`src/rtl/flash_page_guard.sv`:
```
module flash_page_guard #(
  parameter int PAGES     = 16,
  parameter int RSVD_PAGE = 0,
  localparam int PW       = (PAGES > 1) ? $clog2(PAGES) : 1
) (
  input  logic          clk,
  input  logic          rst_n,
  input  logic          req_valid,
  input  logic [2:0]    req_op,
  input  logic [PW-1:0] req_page,
  input  logic [PW-1:0] buf_page,
  input  logic          pl_protect,
  input  logic          ow_protect,
  output logic [1:0]    status,
  output logic          grant,
  output logic          resp_valid
);
  localparam logic [2:0] OP_WRITE = 3'd0;
  localparam logic [2:0] OP_PROG  = 3'd1;
  localparam logic [2:0] OP_ERASE = 3'd2;
  localparam logic [2:0] OP_UNPR  = 3'd3;
  localparam logic [2:0] OP_DISC  = 3'd4;

  logic [PAGES-1:0] prot;
  logic             locked;
  logic             arm_v;
  logic [PW-1:0]    arm_page;
  logic [1:0]       code;

  wire is_mod   = (req_op == OP_WRITE) || (req_op == OP_PROG) || (req_op == OP_ERASE);
  wire is_rsvd  = (req_page == PW'(RSVD_PAGE));
  wire armed    = arm_v && (arm_page == req_page);
  wire ow_block = is_mod && prot[req_page] && !((req_op == OP_PROG) && armed);
  wire pl_block = (req_op == OP_WRITE) && pl_protect && locked && (req_page != buf_page);
  wire ok       = (code == 2'b00);
  wire take     = req_valid && ok;

  always_comb begin
    if (is_mod && is_rsvd)  code = 2'b10;
    else if (ow_block)      code = 2'b01;
    else if (pl_block)      code = 2'b11;
    else                    code = 2'b00;
  end

  always_ff @(posedge clk or negedge rst_n) begin
    if (!rst_n) begin
      resp_valid <= 1'b0;
      grant      <= 1'b0;
      status     <= 2'b00;
    end else begin
      resp_valid <= req_valid;
      grant      <= take;
      status     <= req_valid ? code : 2'b00;
    end
  end

  always_ff @(posedge clk or negedge rst_n) begin
    if (!rst_n) begin
      prot     <= '0;
      locked   <= 1'b0;
      arm_v    <= 1'b0;
      arm_page <= '0;
    end else if (take) begin
      case (req_op)
        OP_WRITE: locked <= 1'b1;
        OP_PROG: begin
          prot[req_page] <= ow_protect;
          if (armed) arm_v <= 1'b0;
          if (req_page == buf_page) locked <= 1'b0;
        end
        OP_UNPR: begin
          arm_v    <= 1'b1;
          arm_page <= req_page;
        end
        OP_DISC: locked <= 1'b0;
        default: ;
      endcase
    end
  end
endmodule

```
`config.mk`:
```
export PLATFORM = sky130hd
export DESIGN_NAME = flash_page_guard
export DESIGN_NICKNAME = d
export VERILOG_FILES = /design/src/rtl/flash_page_guard.sv
export SDC_FILE = /design/constraint.sdc
export NUM_CORES = 1
export LEC_CHECK = 0
export ABC_AREA = 1
export BUFFER_PORTS_ARGS = -buffer_cell sky130_fd_sc_hd__buf_2
export CORE_MARGIN = 1.5
export CORE_UTILIZATION = 45
export CTS_BUF_LIST = sky130_fd_sc_hd__clkbuf_4 sky130_fd_sc_hd__clkbuf_8
export CTS_CLUSTER_SIZE = 30
export DETAILED_ROUTE_END_ITERATION = 6
export GPL_TIMING_DRIVEN = 0
export PLACE_DENSITY = 0.76
export SYNTH_ARGS = -nofsm -noshare
export SYNTH_HDL_FRONTEND = slang
export SYNTH_SLANG_ARGS = --single-unit
```
`constraint.sdc`:
```
create_clock -name clk -period 2.6 [get_ports clk]
set_input_delay 0.52 -clock clk [delete_from_list [all_inputs] [get_ports clk]]
set_output_delay 0.52 -clock clk [all_outputs]
set_load 0.02 [all_outputs]
```
After elaboration in Yosys (flattened, before gate mapping). Index checks and enable logic that the tools add are counted.

Bits in registers: 26. Output and inout port bits: 4. Word-level logic and storage cells: 53.

Order comparisons: 2. Eq/ne operators: 9. Multiplexer cells: 13. Reductions and logical operators: 22.

Operators with widths (count): bitwise mux 16 bit (1); logical AND 1 bit (10); equality test 4 bit (2); two-way mux 2 bit (4); equality test 3 x 2 -> 1 bit (second input constant) (2); AND reduction 3 bit (2); < comparator 4 x 5 -> 1 bit (second input constant) (1); binary-select mux 1 bit (select 4 bit) (1); demux 1 bit (select 4 bit) (1); >= comparator 4 x 1 -> 1 bit (second input constant) (1); logical NOT 4 bit (1); two-way mux 1 bit (4); != test 4 bit (1); AND reduction 2 bit (2); equality test 3 x 1 -> 1 bit (second input constant) (1); equality test 3 bit (second input constant) (1); logical NOT 3 bit (1); one-hot mux 1 bit (3 select lines) (1); nonzero test 3 bit (1); logical NOT 2 bit (1); logical OR 1 bit (2); != test 2 x 1 -> 1 bit (second input constant) (1); != test 2 bit (second input constant) (1); one-hot mux 1 bit (2 select lines) (1); 2 further kinds (2).

Logic depth before layout (Yosys ltp). Gate-level depths: netlist of the first run.

Word-level depth: 10. Gate-level depth with buffers: 15. Gate-level depth less buffers: 13.

Worst setup path before layout of the first run. OpenSTA, ideal clock, no wires.

Path kind: input -> register. From: in req_page[1]. To: reg prot[10]. Library setup time: 65 ps. Arrival: 1693 ps. Required time: 2535 ps. Path slack: 842 ps. Stages: 13. Cell sequence: buf_4 -> inv_2 -> o21ai_0 -> nor2_1 -> nand3_1 -> nand2_1 -> inv_2 -> o21ai_2 -> nand3_2 -> nor2_4 -> buf_6 -> nand3_1 -> nand2_1.

Longest elaborated chain between the ends: 10. Elaborated cells between the ends (all ways): 24. Classes of those cells: 2 x order compare; 2 x eq/ne; 8 x mux; 12 x reduce/logical.

RTL lines: from (decl) (RTL line 10) `input logic [PW-1:0] req_page,`; parallel branches: the longest is 10 deep, another holds binary-select mux 1 bit (select 4 bit); to (signal, indexed assignment) (RTL line 67) `prot[req_page] <= ow_protect;`; to (decl) (RTL line 24) `logic [PAGES-1:0] prot;`.

Several ways; the timed one is not identified. The select of a mux whose other input is x is not followed. A chain may end at the register's enable or synchronous reset.

Final worst setup path of the first run.
From: in req_page[0]. To: reg prot[13].

The elaborated chain is that of the path after synthesis.

==> run_results.csv, run 1 <==
group,metric,value,unit
yosys,syn_area,1620,µm²
timing,finalMaxSlewViolations,0,
worst_hold_path,min_path_type,"in2async",
place,dp.cells,299,
layout,fillerInstances,335,
yosys,ys_seq_elements,26,
yosys,synth_seq_area_share,40.2,%
timing,layout_min_cycle_time,1800,ps
yosys,synth_ff_type,"dfrtp_1",
place,globalplace.congestion,0.844,
clock_network,worstSkewPairLatency,340,ps
clock_network,clkSlewWorstSetupHoldPaths,160,ps
drt,drtPass1Iterations,4,
run,cap_violations,0,
yosys,synth_edf_count,0,
drt,ant_nets,0,
yosys,synth_warnings,0,
global_route,antenna_found_initial,0,
clock_network,max-clock-path-buffers,2,
place,post-dp-hpwl,2650,µm
drt,routed_wl,3680,µm
timing,fmax,0.557,GHz
global_route,track_usage,20.4,%
floorplanning,die_w,62.9,µm
timing,rsz0062_at_grt,"no",
clock_network,cts-root-buf,"clkbuf_4",
global_route,first_global_vias,1495,
yosys,yosys.area.top_type,"dfrtp_1",
power,p_leak,0.964,nW
global_route,gr-total-overflow,0,
power,ir_worst_vdd,0.212,mV
drt,wl_per_cell,12.1,µm
drt,first_iter_violations,106,
timing,skew,25.5,ps
critical_path,worstPathRequired,2830,ps
timing,finalSetupViolCount,0,
clock_network,htree_levels,1,
layout,layout_commonest_cell,"nand2_1",
clock_network,cts.repair.resized,0,
global_route,grt_pass1_wl,6490,µm
yosys,post_synth.cell_area_avg,6.88,µm²
yosys,synth_nets,251,
floorplanning,fp.dieH,62.9,µm
layout,post-route-util,53.1,%
floorplanning,pin_count,20,
yosys,synth_cell_types,25,
drt,routed_via_density,5.11,
timing,min_period_over_period,69.0,%
place,place_ws,428,ps
clock_network,cts_buffers,3,
clock_network,postCtsHoldBufs,0,
layout,insertedDiodeCount,0,
critical_path,arrival,2030,ps
floorplanning,core-area,3390,µm²
critical_path,crit_path_start_kind,"input port",
power,powerDensity,476,nW/µm²
layout,fin_cells,303,
drt,vias,1547,
timing,slew_headroom,60.4,%
yosys,syn-instance-count,235,
timing,timing.setup.tns,0,ps
layout,final_cell_mix,"nand2_1, nor2_1, dfrtp_1",
timing,hold_violations,0,
timing,layout_setup_ws,805,ps
layout,nets,274,
timing,hold_ws,148,ps
clock_network,cts.sinks,26,
critical_path,critPathMaxFanout,10,
critical_path,crit_type,"in2reg",
layout,post-route-cell-area,1800,µm²
floorplanning,die_area,3960,µm²
yosys,yosysTopAreaCellShare,40.2,%
yosys,synthTopCellsByArea,"dfrtp_1, nand2_1, nor2_1",
layout,layout-drive-gt1-share,16.3,%
yosys,async_flop_share,100,%
floorplanning,rows,21,
clock_network,cts_setup_buffers,0,
drt,drc,0,
timing,tightest_slew,593,ps
power,power,0.857,mW
layout,syn_to_final_growth,11.4,%
place,placed_cell_area,1760,µm²
global_route,grt_max_degree,27,
floorplanning,start_util,47.7,%
clock_network,cts_tree,"built",
status,status,"completed",
critical_path,critPathCaptureType,"flop",
place,portBuffers,18,
## per-layer routing
layer / vias up / share of wire (%) / GRT usage (%)
li1: 791 / - / -
met1: 702 / 43 / 26.4
met2: 49 / 49 / 34.7
met3: 5 / 6.1 / 2.88
met4: 0 / 1.3 / 6.94
met5: - / 0 / 0
## power breakdown
group | switching (mW) | internal [mW] | total [mW]
Sequential | 0.0214 | 0.443 | 0.465
Combinational | 0.117 | 0.0618 | 0.178
Clock | 0.128 | 0.0860 | 0.214
Total | 0.266 | 0.591 | 0.857
## logic make-up (layout without fill, tap and decap cells)
| logic type | count (synthesis) | count (layout) | share of synthesized area, % |
|---|---|---|---|
| AND/OR/NAND/NOR | 167 | 167 | 45.7 |
| flip-flops | 26 | 26 | 40.2 |
| buffers and inverters | 26 | 48 | 7.82 |
| AO/OA/AOI/OAI | 12 | 12 | 4.10 |
| XOR/XNOR | 4 | 4 | 2.17 |
## cells in the mapped netlist (2+ instances only)
library cell	number
buf_2	2
dfrtp_1	26
o21ai_1	4
nor2_1	30
clkbuf_1	2
nand4_1	15
o21ai_0	5
nand3_2	2
inv_1	12
buf_6	3
nor2_2	2
xor2_1	4
nand3_1	18
inv_2	5
nand2_1	95
## final timing paths
kind                             startpoint          end  slack, ps  cells past startpoint
worst max register to register      prot[9]     prot[13]        940                     13
min in group clk                  req_valid   resp_valid        310                      1
max in group asynchronous             rst_n      prot[3]       2030                      1
worst min-delay path                  rst_n  arm_page[0]        150                      1
worst max-delay path            req_page[0]     prot[13]        800                     12
worst min register to register      prot[0]      prot[0]        470                      1
## registers in the layout, summed over array words and instances (netlist names)
register,cells
arm_v,1
prot,16
resp_valid,1
status,2
grant,1
locked,1
arm_page,4
## worst max-delay path, cell delays in order
cell,delay [ps]
buf_2,120
buf_2,190
xor2_1,180
nor2_1,140
nand2_1,90
nand2_1,90
inv_1,110
nor2_8,190
buf_6,170
nand4_1,80
nand2_1,90
nand2_1,50
## cell type report
type	count	area, µm²	area share (%)
timing repair buffer	18	90.1	5.00
inverter	17	63.8	3.54
clock buffer	4	36.3	2.02
sequential	26	651	36.1
buffer	9	62.6	3.47
multi-input combinational	183	840	46.6
tap	46	57.6	3.20
(Power assumes the default switching activity.)
==> inputs of run 2 (changes only) <==
--- a/config.mk
+++ b/config.mk
@@ -5,7 +5,7 @@
 export SDC_FILE = /design/constraint.sdc
 export NUM_CORES = 1
 export LEC_CHECK = 0
-export ABC_AREA = 1
+export ABC_AREA = 0
 export BUFFER_PORTS_ARGS = -buffer_cell sky130_fd_sc_hd__buf_2
 export CORE_MARGIN = 1.5
 export CORE_UTILIZATION = 45
@@ -13,7 +13,7 @@
 export CTS_CLUSTER_SIZE = 30
 export DETAILED_ROUTE_END_ITERATION = 6
 export GPL_TIMING_DRIVEN = 0
-export PLACE_DENSITY = 0.76
+export PLACE_DENSITY = 0.8
 export SYNTH_ARGS = -nofsm -noshare
 export SYNTH_HDL_FRONTEND = slang
 export SYNTH_SLANG_ARGS = --single-unit
==> constraint.sdc (replaced) <==
create_clock -name clk -period 1.6 [get_ports clk]
set_input_delay 0.32 -clock clk [delete_from_list [all_inputs] [get_ports clk]]
set_output_delay 0.32 -clock clk [all_outputs]
set_load 0.02 [all_outputs]
==> run 2 against run 1 <==
The run now ends with negative setup slack left. Sequential cell count did not move. Sequential share of layout area fell by 3.3 points. Non-clock buffer count rose by 8. Count of clock-buffer cells in the layout fell by 1. Register-to-register slack got worse by 1600 ps. Total power rose by 58%. Sequential power rose by 63%. Via count fell by 29%. Setup slack got worse by 1400 ps. Largest power group unchanged.
==> run_results.csv, run 2 <==
group,metric,value,unit
yosys,yosysTopAreaCellShare,46.0,%
yosys,synth_common_cells,"dfrtp_1, mux2_2, nor4_1",
layout,syn_to_final_growth,40.0,%
timing,hold_ws,180,ps
yosys,post_synth.cell_area_avg,11.6,µm²
yosys,async_flop_share,100,%
timing,skew,8.84,ps
global_route,grt_pass1_wl,5670,µm
clock_network,cts_tree,"built",
status,violations,"negative setup slack",
clock_network,max-clock-path-buffers,2,
clock_network,cts_buffers,3,
floorplanning,rows,20,
timing,hold_violations,0,
global_route,grt_max_degree,27,
yosys,synth_warnings,0,
power,powerDensity,683,nW/µm²
clock_network,clkSlewWorstSetupHoldPaths,130,ps
drt,routed_via_density,5.63,
drt,wl_per_cell,17.0,µm
timing,fmax,0.450,GHz
floorplanning,fp.dieH,59.1,µm
layout,final_cell_mix,"dfrtp_1, buf_2, nor4_4, mux2_4, nor2_1",
critical_path,cp_cell_sequence,"mux4_2, and3b_1, a21oi_2, a31oi_4, nor4_2, mux2_2",
run,cap_violations,0,
yosys,synth_cell_types,30,
layout,final-seq-area,651,µm²
floorplanning,start_util,46.7,%
layout,nets,169,
yosys,synthTopCellsByArea,"dfrtp_1, mux2_2, nor4_1",
floorplanning,die_w,59.1,µm
place,dp.cells,185,
drt,vias,1097,
critical_path,max_stage_delay,470,ps
floorplanning,pin_count,20,
layout,multi_input_area,1010,µm²
critical_path,critPathMaxFanout,4,
timing,slew_headroom,46.6,%
timing,timing.setup.tns,-10490,ps
place,placed_cell_area,1670,µm²
power,p_leak,0.767,nW
layout,fillerInstances,228,
place,portBuffers,19,
floorplanning,core-area,3030,µm²
layout,post-route-cell-area,1980,µm²
critical_path,crit_family,"multiplexers",
drt,drtPass1Iterations,4,
critical_path,reg2regPathDepth,6,
layout,layout_commonest_cell,"dfrtp_1",
power,ir_worst_vdd,0.478,mV
clock_network,cts-root-buf,"clkbuf_4",
power,power,1.35,mW
yosys,synth_ff_type,"dfrtp_1",
yosys,synth_nets,138,
clock_network,htree_levels,1,
yosys,syn-instance-count,122,
layout,post-route-util,65.4,%
yosys,yosys.area.top_type,"dfrtp_1",
place,place_ws,-776,ps
critical_path,arrival,2430,ps
timing,min_period_over_period,139,%
worst_hold_path,hold_depth,1,
drt,ant_nets,0,
layout,insertedDiodeCount,0,
timing,layout_min_cycle_time,2220,ps
floorplanning,die_area,3490,µm²
yosys,synth.most_common_cell,"dfrtp_1",
timing,finalSetupViolCount,19,
drt,first_iter_violations,54,
global_route,first_global_vias,1135,
timing,rsz0062_at_grt,"yes",
layout,largest_reg_flops,16,
layout,fin_cells,195,
timing,layout_setup_ws,-622,ps
place,globalplace.congestion,0.744,
layout,reg_top3,"prot: 16 flops, arm_page: 4 flops, status: 2 flops",
timing,finalMaxSlewViolations,0,
yosys,ys_seq_elements,26,
critical_path,worstPathRequired,1810,ps
drt,drc,0,
clock_network,cts.sinks,26,
clock_network,worstSkewPairLatency,320,ps
global_route,antenna_found_initial,0,
global_route,gr-total-overflow,0,
layout,layout-drive-gt1-share,52.3,%
worst_hold_path,min_path_type,"in2reg",
timing,tightest_slew,795,ps
yosys,synth_edf_count,0,
critical_path,crit_buf_inv,0,
place,post-dp-hpwl,2040,µm
critical_path,worstSetupPathDepth,6,
yosys,syn_area,1410,µm²
status,status,"finished, violations left",
critical_path,cpMaxStageDelayCell,"mux4_2",
global_route,track_usage,21.8,%
drt,routed_wl,3320,µm
critical_path,critPathCaptureType,"flop",
layout,top_register,"prot",
critical_path,crit_path_start_kind,"flop",
yosys,synth_seq_area_share,46.0,%
critical_path,crit_type,"reg2reg",
## run 2: what timing repair did
action,CTS,global route
endpoints found under the hold margin,26,0
endpoints found under the setup margin,19,20
setup buffers,1,4
pin swaps,5,2
cloned,1,0
gates resized for setup,37,3
hold buffers,1,0
## run 2: layout make-up
class                   instances  share of cell area, %
repair buffers                 26                   8.66
well taps                      44                   2.78
clock buffers                   3                   1.14
plain buffers                   9                   3.41
multi-input cells              87                   51.1
flip-flops and latches         26                   32.9
## run 2: path summary, 6_finish.rpt
| kind | startpoint | end | slack [ps] |
|---|---|---|---|
| min in group asynchronous | rst_n | grant | 510 |
| worst max register to register | prot[8] | prot[1] | -620 |
| max in group asynchronous | rst_n | prot[6] | 690 |
| worst min-delay path | req_valid | resp_valid | 180 |
| worst max-delay path | prot[8] | prot[1] | -620 |
| worst min register to register | prot[0] | prot[0] | 490 |
## run 2: power by group
group | switching [mW] | internal [mW]
registers | 0.0365 | 0.723
logic | 0.166 | 0.161
clock network | 0.178 | 0.0882
## run 2: cell families after synthesis
logic type	Yosys count	synth area share, %
AND/OR/NAND/NOR	48	19.5
flip-flops	26	46.0
multiplexers	23	22.0
buffers and inverters	9	3.54
AO/OA/AOI/OAI	8	3.98
XOR/XNOR	8	4.96
## run 2: per-layer routing
layer / global-route usage [%] / vias to the layer above / wire [µm]
li1: - / 510 / -
met1: 29.6 / 553 / 1490
met2: 36.5 / 30 / 1700
met3: 3.93 / 4 / 106
met4: 5.19 / 0 / 35
met5: 0 / - / 0
==> inputs of run 3 (changes only) <==
--- a/config.mk
+++ b/config.mk
@@ -5,15 +5,16 @@
 export SDC_FILE = /design/constraint.sdc
 export NUM_CORES = 1
 export LEC_CHECK = 0
-export ABC_AREA = 0
+export ABC_AREA = 1
 export BUFFER_PORTS_ARGS = -buffer_cell sky130_fd_sc_hd__buf_2
 export CORE_MARGIN = 1.5
 export CORE_UTILIZATION = 45
 export CTS_BUF_LIST = sky130_fd_sc_hd__clkbuf_4 sky130_fd_sc_hd__clkbuf_8
+export CTS_CLUSTER_DIAMETER = 40
 export CTS_CLUSTER_SIZE = 30
 export DETAILED_ROUTE_END_ITERATION = 6
 export GPL_TIMING_DRIVEN = 0
-export PLACE_DENSITY = 0.8
+export PLACE_DENSITY = 0.79
 export SYNTH_ARGS = -nofsm -noshare
 export SYNTH_HDL_FRONTEND = slang
 export SYNTH_SLANG_ARGS = --single-unit
==> run 3 against run 2 <==
Clock skew increased by 1.4 ps. First-iteration DRC count increased by 94%. Highest routed layer unchanged. Critical endpoint is now prot[12]. Largest power group unchanged. Cell count increased by 58%. Die area increased by 14%. Global-route usage decreased by 2.2 points. The run still ends with negative setup slack left.
==> run_results.csv, run 3 (same netlist as run 1, synthesis figures left out) <==
group,metric,value,unit
status,status,"finished, violations left",
status,violations,"negative setup slack",
global_route,track_usage,19.7,%
layout,top_register,"prot",
floorplanning,die_w,62.9,µm
floorplanning,fp.dieH,62.9,µm
drt,wl_met1,1590,µm
drt,ant_nets,0,
floorplanning,pin_count,20,
floorplanning,rows,21,
power,ir_worst_vdd,0.274,mV
drt,wl_per_cell,11.7,µm
drt,drc,0,
drt,wl_met2,1740,µm
timing,fmax,0.619,GHz
place,globalplace.congestion,0.826,
timing,layout_min_cycle_time,1620,ps
drt,wl_met3,236,µm
layout,largest_reg_flops,16,
clock_network,worstSkewPairLatency,320,ps
clock_network,htree_levels,1,
place,portBuffers,18,
clock_network,cts.sinks,26,
floorplanning,core-area,3390,µm²
clock_network,cts_buffers,3,
power,powerDensity,713,nW/µm²
global_route,antenna_found_initial,0,
global_route,first_global_vias,1457,
critical_path,critPathCaptureType,"flop",
floorplanning,die_area,3960,µm²
power,p_leak,0.993,nW
drt,routed_via_density,5.16,
clock_network,clkSlewWorstSetupHoldPaths,140,ps
layout,layout_commonest_cell,"nand2_1",
layout,post-route-util,55.7,%
run,cap_violations,0,
layout,syn_to_final_growth,16.9,%
timing,rsz0062_at_grt,"yes",
clock_network,cts-root-buf,"clkbuf_4",
timing,finalSetupViolCount,12,
layout,reg_top3,"prot: 16 flops, arm_page: 4 flops, status: 2 flops",
critical_path,crit_path_start_kind,"flop",
layout,nets,281,
critical_path,critPathMaxFanout,5,
drt,routed_wl,3620,µm
drt,first_iter_violations,105,
clock_network,max-clock-path-buffers,2,
place,dp.cells,299,
timing,slew_headroom,59.3,%
drt,top_layer,"met4",
layout,final_cell_mix,"nand2_1, nor2_1, dfrtp_1",
critical_path,arrival,1880,ps
global_route,gr-total-overflow,0,
worst_hold_path,min_path_type,"in2reg",
layout,insertedDiodeCount,0,
timing,finalMaxSlewViolations,0,
timing,hold_violations,0,
place,post-dp-hpwl,2540,µm
layout,fin_cells,309,
critical_path,worstPathRequired,1870,ps
power,power,1.35,mW
timing,skew,10.3,ps
floorplanning,start_util,47.7,%
critical_path,crit_type,"reg2reg",
timing,hold_ws,116,ps
timing,timing.setup.tns,-88.1,ps
timing,layout_setup_ws,-15.5,ps
layout,layout-drive-gt1-share,21.7,%
global_route,grt_pass1_wl,6250,µm
drt,drtPass1Iterations,4,
timing,tightest_slew,610,ps
drt,vias,1593,
clock_network,cts_tree,"built",
timing,min_period_over_period,101,%
global_route,grt_max_degree,27,
==> run 3: cell type report <==
class | count | area (µm²)
clock buffers | 3 | 22.5
flip-flops and latches | 26 | 651
well taps | 46 | 57.6
fillers | 331 | 1500
repair buffers | 25 | 149
plain buffers | 9 | 65.1
multi-input cells | 183 | 881
inverters | 17 | 63.8
==> run 3: report_power, final <==
part	leakage, nW	internal (mW)	switching (mW)
clock	0.0138	0.0883	0.189
sequential	0.342	0.721	0.0366
combinational	0.638	0.116	0.196
total	0.993	0.925	0.421
==> run 3: metrics by stage <==
step,setup WS [ps],cell area [µm²]
3_3_place_gp,-347,1760
5_1_grt,-150,1890
2_1_floorplan,42.1,1620
6_report,-15.5,1890
4_1_cts,-14.0,1810
3_5_place_dp,-357,1760
==> run 3: final timing paths <==
kind	from	to	slack [ps]	cells past startpoint
max in group asynchronous	rst_n	prot[12]	670	2
worst min-delay path	req_valid	resp_valid	120	1
min in group asynchronous	rst_n	arm_page[2]	520	2
worst max register to register	arm_page[3]	prot[12]	-20	12
worst min register to register	prot[0]	prot[0]	470	1
worst max-delay path	arm_page[3]	prot[12]	-20	12
==> run 3: metal layers <==
metal / vias up / GRT usage [%]
li1: 812 / -
met1: 712 / 25.5
met2: 61 / 33.9
met3: 8 / 2.16
met4: 0 / 6.67
met5: - / 0
==> run 3: critical path: stages, from the launching register on <==
cell and delay, ps:
dfrtp_1 420, nand2_1 60, o21ai_0 70, nor2_1 120, nand3_2 110, nand2_2 90
inv_2 40, o21ai_2 60, nand3_2 110, nor2_4 190, buf_6 160, nand3_2 50
nand2_1 60
==> run 3: what timing repair did <==
item,4_1_cts,5_1_grt
endpoints found under the hold margin,26,0
setup endpoints to repair,10,22
gates resized for setup,1,13
pin swaps,2,18
setup buffers,2,3
hold buffers,1,0
cloned,0,1
